File: config.mk
export PLATFORM = sky130hd
export DESIGN_NAME = sema_bank
export DESIGN_NICKNAME = d
export VERILOG_FILES = /design/src/rtl/sema_pkg.sv /design/src/rtl/sema_decode.sv /design/src/rtl/sema_cell.sv /design/src/rtl/sema_bank.sv
export SDC_FILE = /design/constraint.sdc
export NUM_CORES = 1
export LEC_CHECK = 0
export BUFFER_PORTS_ARGS = -buffer_cell sky130_fd_sc_hd__buf_4
export CORE_UTILIZATION = 41
export DETAILED_ROUTE_END_ITERATION = 8
export MAX_ROUTING_LAYER = met4
export PLACE_DENSITY = 0.58
export SKIP_LAST_GASP = 1
export SYNTH_ARGS = -nofsm -noshare
export SYNTH_HDL_FRONTEND = slang
export SYNTH_SLANG_ARGS = --single-unit
File: constraint.sdc
create_clock -name clk -period 6.28 [get_ports clk]
set_input_delay 0.628 -clock clk [delete_from_list [all_inputs] [get_ports clk]]
set_output_delay 0.628 -clock clk [all_outputs]
set_load 0.05 [all_outputs]
File: src/rtl/sema_pkg.sv
package sema_pkg;

    typedef enum logic [1:0] {
        SEM_NOP  = 2'd0,
        SEM_LOAD = 2'd1,
        SEM_POST = 2'd2,
        SEM_TAKE = 2'd3
    } sem_op_e;

    typedef enum logic [1:0] {
        REG_NONE    = 2'd0,
        REG_CONTENT = 2'd1,
        REG_ACCESS  = 2'd2
    } reg_sel_e;

endpackage

File: src/rtl/sema_decode.sv
module sema_decode
    import sema_pkg::*;
#(
    parameter int ADDR_W      = 32,
    parameter int NUM_SEM     = 16,
    parameter int IDX_W       = $clog2(NUM_SEM),
    parameter int SLOT_SHIFT  = 12,
    parameter int CONTENT_OFF = 0,
    parameter int ACCESS_OFF  = 8
) (
    input  logic              req,
    input  logic              we,
    input  logic [ADDR_W-1:0] addr,
    output logic [IDX_W-1:0]  idx,
    output reg_sel_e          sel,
    output sem_op_e           op
);

    localparam logic [SLOT_SHIFT-1:0] C_OFF = SLOT_SHIFT'(CONTENT_OFF);
    localparam logic [SLOT_SHIFT-1:0] A_OFF = SLOT_SHIFT'(ACCESS_OFF);

    logic [SLOT_SHIFT-1:0] offset;
    logic                  unused_hi;

    // slot index above the offset, upper bits alias
    assign offset    = addr[SLOT_SHIFT-1:0];
    assign idx       = addr[SLOT_SHIFT +: IDX_W];
    assign unused_hi = ^addr[ADDR_W-1:SLOT_SHIFT+IDX_W];

    always_comb begin
        if (offset == C_OFF)      sel = REG_CONTENT;
        else if (offset == A_OFF) sel = REG_ACCESS;
        else                      sel = REG_NONE;
    end

    always_comb begin
        op = SEM_NOP;
        if (req) begin
            unique case (sel)
                REG_CONTENT: op = we ? SEM_LOAD : SEM_NOP;
                REG_ACCESS:  op = we ? SEM_POST : SEM_TAKE;
                default:     op = SEM_NOP;
            endcase
        end
    end

endmodule

File: src/rtl/sema_cell.sv
module sema_cell
    import sema_pkg::*;
#(
    parameter int CNT_W = 16
) (
    input  logic             clk,
    input  logic             rst_n,
    input  logic             hit,
    input  sem_op_e          op,
    input  logic [CNT_W-1:0] load_val,
    output logic [CNT_W-1:0] count
);

    localparam logic [CNT_W-1:0] CNT_MAX = {CNT_W{1'b1}};

    typedef struct packed {
        logic [CNT_W-1:0] count;
    } cell_t;

    cell_t cell_d, cell_q;

    always_comb begin
        cell_d = cell_q;
        if (hit) begin
            unique case (op)
                SEM_LOAD: cell_d.count = load_val;
                SEM_POST: if (cell_q.count != CNT_MAX) cell_d.count = cell_q.count + CNT_W'(1);
                SEM_TAKE: if (cell_q.count != '0)      cell_d.count = cell_q.count - CNT_W'(1);
                default:  cell_d = cell_q;
            endcase
        end
    end

    always_ff @(posedge clk or negedge rst_n) begin
        if (!rst_n) cell_q <= '0;
        else        cell_q <= cell_d;
    end

    assign count = cell_q.count;


    post_inc_chk: assert property (@(posedge clk) disable iff (!rst_n)
        (hit && op == SEM_POST && count != CNT_MAX) |=> count == $past(count) + CNT_W'(1));


    post_saturate_chk: assert property (@(posedge clk) disable iff (!rst_n)
        (hit && op == SEM_POST && count == CNT_MAX) |=> count == CNT_MAX);


    take_dec_chk: assert property (@(posedge clk) disable iff (!rst_n)
        (hit && op == SEM_TAKE && count != '0) |=> count == $past(count) - CNT_W'(1));


    take_zero_chk: assert property (@(posedge clk) disable iff (!rst_n)
        (hit && op == SEM_TAKE && count == '0) |=> count == '0);


    load_chk: assert property (@(posedge clk) disable iff (!rst_n)
        (hit && op == SEM_LOAD) |=> count == $past(load_val));


    idle_hold_chk: assert property (@(posedge clk) disable iff (!rst_n)
        (!hit || op == SEM_NOP) |=> $stable(count));

endmodule

File: src/rtl/sema_bank.sv
module sema_bank
    import sema_pkg::*;
#(
    parameter int ADDR_W      = 32,
    parameter int DATA_W      = 32,
    parameter int NUM_SEM     = 16,
    parameter int CNT_W       = 16,
    parameter int SLOT_SHIFT  = 12,
    parameter int CONTENT_OFF = 0,
    parameter int ACCESS_OFF  = 8
) (
    input  logic              clk,
    input  logic              rst_n,
    input  logic              req,
    input  logic              we,
    input  logic [ADDR_W-1:0] addr,
    input  logic [DATA_W-1:0] wdata,
    output logic              ack,
    output logic [DATA_W-1:0] rdata
);

    localparam int IDX_W     = $clog2(NUM_SEM);
    localparam int GRANT_BIT = DATA_W - 1;

    typedef struct packed {
        logic              ack;
        logic [DATA_W-1:0] rdata;
    } resp_t;

    logic [IDX_W-1:0]   idx;
    reg_sel_e           sel;
    sem_op_e            op;
    logic [NUM_SEM-1:0] hit;
    logic [CNT_W-1:0]   cnt [NUM_SEM];
    logic [CNT_W-1:0]   sel_cnt;
    logic               unused_wdata;
    resp_t              resp_d, resp_q;

    assign unused_wdata = ^wdata[DATA_W-1:CNT_W];

    sema_decode #(
        .ADDR_W      (ADDR_W),
        .NUM_SEM     (NUM_SEM),
        .IDX_W       (IDX_W),
        .SLOT_SHIFT  (SLOT_SHIFT),
        .CONTENT_OFF (CONTENT_OFF),
        .ACCESS_OFF  (ACCESS_OFF)
    ) u_decode (
        .req  (req),
        .we   (we),
        .addr (addr),
        .idx  (idx),
        .sel  (sel),
        .op   (op)
    );

    for (genvar g = 0; g < NUM_SEM; g++) begin : g_cell
        assign hit[g] = (op != SEM_NOP) && (idx == IDX_W'(g));

        sema_cell #(
            .CNT_W (CNT_W)
        ) u_cell (
            .clk      (clk),
            .rst_n    (rst_n),
            .hit      (hit[g]),
            .op       (op),
            .load_val (wdata[CNT_W-1:0]),
            .count    (cnt[g])
        );
    end

    assign sel_cnt = cnt[idx];

    always_comb begin
        resp_d       = '0;
        resp_d.ack   = req;
        if (req && !we) begin
            unique case (sel)
                REG_CONTENT: resp_d.rdata[CNT_W-1:0] = sel_cnt;
                REG_ACCESS: begin
                    if (sel_cnt != '0) begin
                        resp_d.rdata[GRANT_BIT]   = 1'b1;
                        resp_d.rdata[CNT_W-1:0]   = sel_cnt;
                    end
                end
                default: resp_d.rdata = '0;
            endcase
        end
    end

    always_ff @(posedge clk or negedge rst_n) begin
        if (!rst_n) resp_q <= '0;
        else        resp_q <= resp_d;
    end

    assign ack   = resp_q.ack;
    assign rdata = resp_q.rdata;


    ack_follow_chk: assert property (@(posedge clk) disable iff (!rst_n)
        req |=> ack);


    ack_idle_chk: assert property (@(posedge clk) disable iff (!rst_n)
        !req |=> !ack);


    write_zero_chk: assert property (@(posedge clk) disable iff (!rst_n)
        (req && we) |=> rdata == '0);


    grant_chk: assert property (@(posedge clk) disable iff (!rst_n)
        (req && !we && sel == REG_ACCESS && sel_cnt != '0)
        |=> rdata[GRANT_BIT] && rdata[CNT_W-1:0] == $past(sel_cnt));


    deny_chk: assert property (@(posedge clk) disable iff (!rst_n)
        (req && !we && sel == REG_ACCESS && sel_cnt == '0) |=> rdata == '0);


    hole_read_chk: assert property (@(posedge clk) disable iff (!rst_n)
        (req && sel == REG_NONE) |=> rdata == '0);


    one_hit_chk: assert property (@(posedge clk) disable iff (!rst_n)
        $onehot0(hit));

endmodule

* Yosys cells after proc, flatten, opt, wreduce, memory -nomap -nowiden *
Index checks and enable logic that the tools add are counted.
Widths: inputs -> output; s select.

storage, ports and cells
  logic and storage cells = 238
  input bits = 68
  flip-flop bits (word level) = 289

cells by class
  add/subtract/negate cells = 32
  multiplexer cells = 62
  bitwise logic cells = 1
  $lt $le $gt $ge = 1
  eq/ne operators = 69
  reductions and logical operators = 55

operators with widths
  cell                   number
  $pmux 16 s3            16
  $mux 16                35
  $reduce_bool 16->1     17
  $add 16x1->16 const B  16
  $ne 16x16->1 const B   16
  $sub 16x1->16 const B  16
  $bmux 16 s4            1
  $ne 2x1->1 const B     32
  $reduce_and 4->1       16
  $eq 4x4->1 const B     8
  $mux 32                1
  $pmux 16 s2            1
  $logic_and 1x1->1      17
  $eq 4x3->1 const B     4
  $eq 12x4->1 const B    1
  $logic_not 12->1       1
  $eq 4x2->1 const B     2
  $eq 2x2->1 const B     3
  $mux 2                 3
  $ge 5x5->1 const B     1
  $not 4->5              1
  $eq 2x1->1 const B     2
  $eq 4x1->1 const B     1
  $logic_not 4->1        1
  5 further kinds        8

* Longest topological paths before layout *
Gate-level depths: netlist (run 1).

  depth after elaboration = 9
  depth in mapped cells = 16
  mapped depth without buffers = 10

* Hierarchy *
From an unflattened synthesis (run 1), not the netlist that was laid out.

unflattened totals
  cell total of the unflattened synthesis = 4786
  area, all modules = 34710.8 um2

by module, submodules not included
  module                             cells each  times used  area an instance (um2)
  sema_cell (g_cell[13].u_cell ...)  285         12          1968.1
  sema_cell (g_cell[0].u_cell ...)   279         3           2048.2
  sema_bank                          231         1           2808.9
  sema_cell (g_cell[12].u_cell)      283         1           2016.9
  sema_decode                        15          1           122.6

* Worst setup path before layout (run 1) *
Ideal clock, no wire load.

  kind = input to register
  start = in req
  end = reg g_cell[8].u_cell.cell_q, in the netlist g_cell[8].u_cell.count[8]
  setup slack = 2.200 ns
  arrival = 3.959 ns
  stages on the path = 14
  required time = 6.159 ns
  cells stage by stage = nor3b_2 > nand4_1 > buf_2 > buf_2 > clkbuf_1 > buf_1 > clkbuf_1 > xnor2_1 > ha_1 > or3_1 > or3_1 > o31ai_1 > a31oi_1 > o22a_1

between the ends
  cells in the longest elaborated chain, start to end = 4
  elaborated cells on any way between the ends = 11
  those cells by class = eq/ne: 5; mux: 2; reduce/logical: 4

ends and longest elaborated chain
  element                                             RTL line           source
  from (decl)                                         sema_bank.sv:14    input logic req,
  $mux 2 (*)                                          sema_decode.sv:38  if (req) begin
  $eq 2x2->1, or another cell as far along            sema_cell.sv:25    unique case (op)
  $ne 2x1->1 (no line), or another cell as far along  --
  $reduce_and 4->1 (no line)                          --
  to (signal assigned)                                sema_cell.sv:36    else cell_q <= cell_d;
  to (decl)                                           sema_cell.sv:20    cell_t cell_d, cell_q;

Every way passes the cells marked *; elsewhere a longest branch is shown, timed or not.
A chain may end at the register's enable or synchronous reset.

* Worst setup path in the final report (run 1) *
  start = in we
  end = reg g_cell[4].u_cell.cell_q, in the netlist g_cell[4].u_cell.count[5]

between the ends
  cells in the longest elaborated chain, start to end = 6
  elaborated cells on any way between the ends = 14
  those cells by class = eq/ne: 5; mux: 5; reduce/logical: 4

ends and longest elaborated chain
  element                                             RTL line                              source
  from (decl)                                         sema_bank.sv:15                       input logic we,
  $mux 1, on equally long branches                    sema_decode.sv:41, sema_decode.sv:40
  $pmux 2 s2 (*)                                      sema_decode.sv:39                     unique case (sel)
  $mux 2 (*)                                          sema_decode.sv:38
  $eq 2x2->1, or another cell as far along            sema_cell.sv:25
  $ne 2x1->1 (no line), or another cell as far along  --
  $reduce_and 4->1 (no line)                          --
  to (signal assigned)                                sema_cell.sv:36
  to (decl)                                           sema_cell.sv:20

Marks and branches as above.

==> out/results.ini, run 1 <==
[worst_setup_path]
crit_arrival_ps=4200
critical-path-max-stage-delay_ps=970
cp-end-kind=flop
critPathLaunchType=input port
cpMostUsedCell=buf_4
cp_slowest_cell=o2111ai_2
critical_path.max_fanout=56
path_delay_family=simple AND/OR/NAND/NOR gates
worstPathRequired_ps=6740
crit_type=input port to flop
crit_buf_inv=3
crit_path_cell_trace=buf_4 -> nor4_1 -> nand4_1 -> buf_12 -> or4_1 -> o2111ai_2 -> buf_4 -> a21oi_1 -> o22a_1

[run]
maxCapViolations=0

[logic_synthesis]
synth_commonest_cells=274 x dfrtp_1, 236 x nand2_1, 188 x clkbuf_1, 160 x a31oi_1, 159 x a21oi_1
synth_edf_count=0
synth_ff_type=dfrtp_1
synth.most_common_cell=dfrtp_1
synth_area_sq_mm=0.0229
async_reset_ff_share_pct=100
ys_seq_area_share_pct=30.0
synth.distinct_cells=91
ys_ff_latch=274
yosysTopAreaCell=dfrtp_1
synthTopCellsByArea=dfrtp_1 30%, mux4_2 6.3%, o22a_1 5.6%, a31oi_1 4.4%, nand2_1 3.9%
syn_avg_cell_area_sq_um=8.33
synth_top_area_share_pct=30.0
synthCells=2748
ys_warn_count=0

[drt]
vias_per_cell=7.16
wl_microns=95900
wl_per_cell_microns=28.4
first_pass_iters=7
vias=24200
ant_nets=0
drt_first_iter_violations=3354
drc=0

[placement]
placed_cell_area_sq_mm=0.0234
place_ws_ps=2040
placed_cells=3309
dp_hpwl_microns=63700
portBuffers=53
routabilityCongestion=0.976

[sta]
min_period_ps=3740
final.period_utilization_pct=59.5
finalWorstSetupSlack_ps=2540
maxSlewViolCount=0
grt_setup_unrepaired=false
clock_skew_ps=23.4
max_freq_ghz=0.267
finalHoldViolCount=0
slew_headroom_pct=11.3
tightest_slew_ps=1310
tns_ps=0
setup_violations=0

[final_layout]
stdcell_count=3380
drive_above_1_share_pct=12.6
fin_nets=2684
multi_input_area_sq_mm=0.0147
final_area_sq_mm=0.0247
fillCellCount=5501
area_growth_pct=7.88
regArea_sq_mm=0.00686

[power]
cellPowerDensity_mw_per_mm2=176
p_leak_nw=9.74
vdd_drop_max_mv=0.147

[clock_network]
cts_resized=0
cts_num_sinks=274
cts_max_level=2
post_cts_buffers=0
cts_tree=yes
hold_buffers=0
clk_pin_slew_ps=60
cts_root_buffer=clkbuf_16
cts_buffers=37
clk_latency_ps=580
cts_buffer_depth=3

[global_routing]
antenna_found_initial=4
grt_max_degree=169
grt_pass1_vias=21300
grt_usage_pct=34.2
grt_pass1_wl_microns=143000
grt_overflow=0

[floorplanning]
die_w_microns=238
ios=101
die_h_microns=238
start_util_pct=41.5
die_area_sq_mm=0.0568
core_area_sq_mm=0.0551
fp-row-count=86

[status]
status=completed

[hold_path]
hold_class=input port to async pin

[logic make-up (layout without fill, tap and decap cells)]
kind of cell | count (synthesis) | count (layout) | synth area share (%)
other | 1 | 18 | 0.0164
buffers and inverters | 340 | 207 | 6.15
multiplexers | 84 | 84 | 7.19
flip-flops | 274 | 274 | 30.0
AO/OA/AOI/OAI | 988 | 988 | 31.1
AND/OR/NAND/NOR | 1030 | 1030 | 24.1
adder cells (fa/ha/maj) | 16 | 16 | 0.875
XOR/XNOR | 15 | 15 | 0.574
[final cells by class]
cell class,count,share of cell area [%]
diodes,3,0.0304
clock buffers,55,4.56
clock inverters,13,0.512
inverters,48,0.730
multi-input cells,2148,59.6
flip-flops and latches,274,27.8
well taps,748,3.79
repair buffers,91,3.00
[placed cells by master, fill, tap and decap left out, types with 16 or more instances in the layout]
master and n:
nand3_1 94, nor3_1 94, nand4_1 107, o21ai_0 107, nor4_1 67, or3_1 57, o22a_1 147, nand2_1 236
a31o_2 19, o22ai_1 32, o21ba_2 45, a31oi_1 160, a22oi_1 48, ha_1 16, mux2i_1 18, and3_1 49
a21oi_1 159, o21a_1 50, nor2_1 143, inv_1 48, buf_4 86, mux4_2 64, and2_1 20, and4_1 32
clkbuf_16 39, o31ai_1 31, a2bb2oi_1 56, or4_1 49, dfrtp_1 274
[state kept, by name, summed over array words and instances (netlist names)]
signal and count:
ack 1, g_cell.u_cell.count 256, rdata 17
[power breakdown]
part	internal (mW)	switching [mW]	leakage (nW)	total, mW
clock	1.32	0.911	0.614	2.24
combinational	0.0911	0.241	5.43	0.332
sequential	1.77	0.00378	3.69	1.77
[path summary, 6_finish.rpt]
check	from	to	slack [ps]	cells after the start
max	we	g_cell[4].u_cell.count[5]	2540	9
min reg2reg	g_cell[14].u_cell.count[12]	g_cell[14].u_cell.count[12]	590	2
max in group asynchronous	rst_n	g_cell[10].u_cell.count[15]	4680	2
min in group clk	req	ack	180	1
max reg2reg	g_cell[4].u_cell.count[2]	g_cell[4].u_cell.count[5]	2750	7
min	rst_n	g_cell[3].u_cell.count[3]	40	1
[metal layers]
layer | up-vias | routed length [microns] | global-route usage [%]
met5 | - | 0 | -
met4 | 0 | 4530 | 14.6
met3 | 260 | 9910 | 6.55
met2 | 1432 | 41000 | 48.2
met1 | 12000 | 40400 | 47.6
li1 | 10500 | - | -
[through the flow]
stage / power, mW / util, % / hold WS, ps
2_1_floorplan: 1.97 / - / 332
3_3_place_gp: 2.13 / 42.5 / 557
3_5_place_dp: 2.13 / 42.5 / 560
4_1_cts: 4.36 / 44.8 / 32.4
5_1_grt: 4.45 / 44.8 / 66.4
6_report: 4.34 / 44.8 / 37.4
Power figures use the tool's default switching activity.
==> run 2, diff against run 1 <==
clock period = 3.8 ns   (was 6.28 ns; I/O delays follow)
==> out/results.ini, run 2 (synthesis results as in run 1) <==
[clock_network]
clk_latency_ps=580
cts_tree=yes
cts_buffers=37
cts_resized=0
clk_pin_slew_ps=60
cts_buffer_depth=3
cts_num_sinks=274
cts_max_level=2
cts_root_buffer=clkbuf_16

[power]
p_leak_nw=10.1
pwr-share-seq_pct=39.8
vdd_drop_max_mv=0.286
totalPowerFinal_mw=7.35
switching_share_pct=25.9
cellPowerDensity_mw_per_mm2=290
p_int_mw=5.45
switching_power_mw=1.91
pwr-share-comb_pct=7.9
power_frac_clock_pct=52.3

[sta]
clock_skew_ps=24.3
finalHoldViolCount=0
max_freq_ghz=0.305
slew_headroom_pct=9.30
setup_violations=0
hold-worst-slack_ps=97.5
final.period_utilization_pct=86.2
maxSlewViolCount=0
tns_ps=0
grt_setup_unrepaired=false
min_period_ps=3270
tightest_slew_ps=1360

[final_layout]
final_cell_mix=274 x dfrtp_1, 236 x nand2_1, 160 x a31oi_1, 159 x a21oi_1, 149 x buf_4
final_common_cell=dfrtp_1
multi_input_area_sq_mm=0.0147
fin_nets=2755
final_util_pct=46.0
n_antenna_cell=0
regArea_sq_mm=0.00686
fillCellCount=5434
drive_above_1_share_pct=14.7
final_area_sq_mm=0.0253
area_growth_pct=10.7
largest_reg_flops=256

[drt]
drc=0
drt_first_iter_violations=3540
first_pass_iters=7
wl_microns=98900
wl_per_cell_microns=28.7
vias=24600
vias_per_cell=7.14
ant_nets=0

[global_routing]
antenna_found_initial=4
grt_pass1_vias=22300
grt_usage_pct=35.4
grt_overflow=0
grt_util_met2_pct=51.3
grt-busiest-layer=met2
grt_pass1_wl_microns=147000
grt_max_degree=72
grt.met1_usage_pct=48.4
grt_util_met3_pct=6.59

[floorplanning]
die_area_sq_mm=0.0568
ios=101
core_area_sq_mm=0.0551
die_h_microns=238
start_util_pct=41.5
fp-row-count=86
die_w_microns=238

[placement]
routabilityCongestion=1.03
portBuffers=53
dp_hpwl_microns=67900
placed_cell_area_sq_mm=0.0240

[run]
maxCapViolations=0

[worst_setup_path]
cp-end-kind=flop
crit_type=flop to flop
worstPathRequired_ps=4250
crit_arrival_ps=3730
critPathLaunchType=flop
critical_path.max_fanout=22

[status]
status=completed

[hold_path]
hold_class=input port to flop

## run 2: area by class of cell
class | count | area share [%]
Inverter | 48 | 0.711
Tap cell | 748 | 3.70
Timing Repair Buffer | 162 | 5.35
Clock inverter | 10 | 0.707
Sequential cell | 274 | 27.1
Multi-Input combinational cell | 2148 | 58.1
Clock buffer | 53 | 4.38
## run 2: per-stage QoR
step,setup slack [ps],std cells
global route,411,3443
detailed placement,429,3378
global placement,419,3378
CTS,560,3443
finish,526,3443
floorplan,39.9,2762
## run 2: what timing repair did
action | CTS | global route
endpoints found under the hold margin | 40 | 0
hold buffers | 2 | 0
buffers inserted | 0 | 0
## run 2: metal layers
layer / vias to the layer above / share of wire (%)
li1: 10700 / -
met1: 12100 / 41
met2: 1522 / 43
met3: 266 / 11
met4: 0 / 4.5
met5: - / 0
## run 2: critical path, stage by stage (launching register included)
cell,delay [ps]
dfrtp_1,500
or4_1,590
or4_1,460
or2_2,330
o311ai_4,840
o21ba_2,260
o22a_1,170
## run 2: power groups by stage
stage          Combinational (mW)  Sequential [mW]  Clock, mW
2_1_floorplan               0.278             2.98          0
3_3_place_gp                0.562             2.98          0
3_5_place_dp                0.570             2.98          0
4_1_cts                     0.573             2.93       3.89
5_1_grt                     0.607             2.93       3.99
6_report                    0.582             2.93       3.84
## run 2: worst paths after layout
kind,from,endpoint,slack (ps),cells after the start
setup reg to reg,g_cell[3].u_cell.count[9],g_cell[3].u_cell.count[5],530,6
hold reg to reg,g_cell[4].u_cell.count[13],g_cell[4].u_cell.count[13],600,1
setup / recovery,g_cell[3].u_cell.count[9],g_cell[3].u_cell.count[5],530,6
max in group asynchronous,rst_n,rdata[11],2570,3
hold / removal,wdata[0],g_cell[9].u_cell.count[0],100,3
min in group asynchronous,rst_n,g_cell[0].u_cell.count[9],310,2
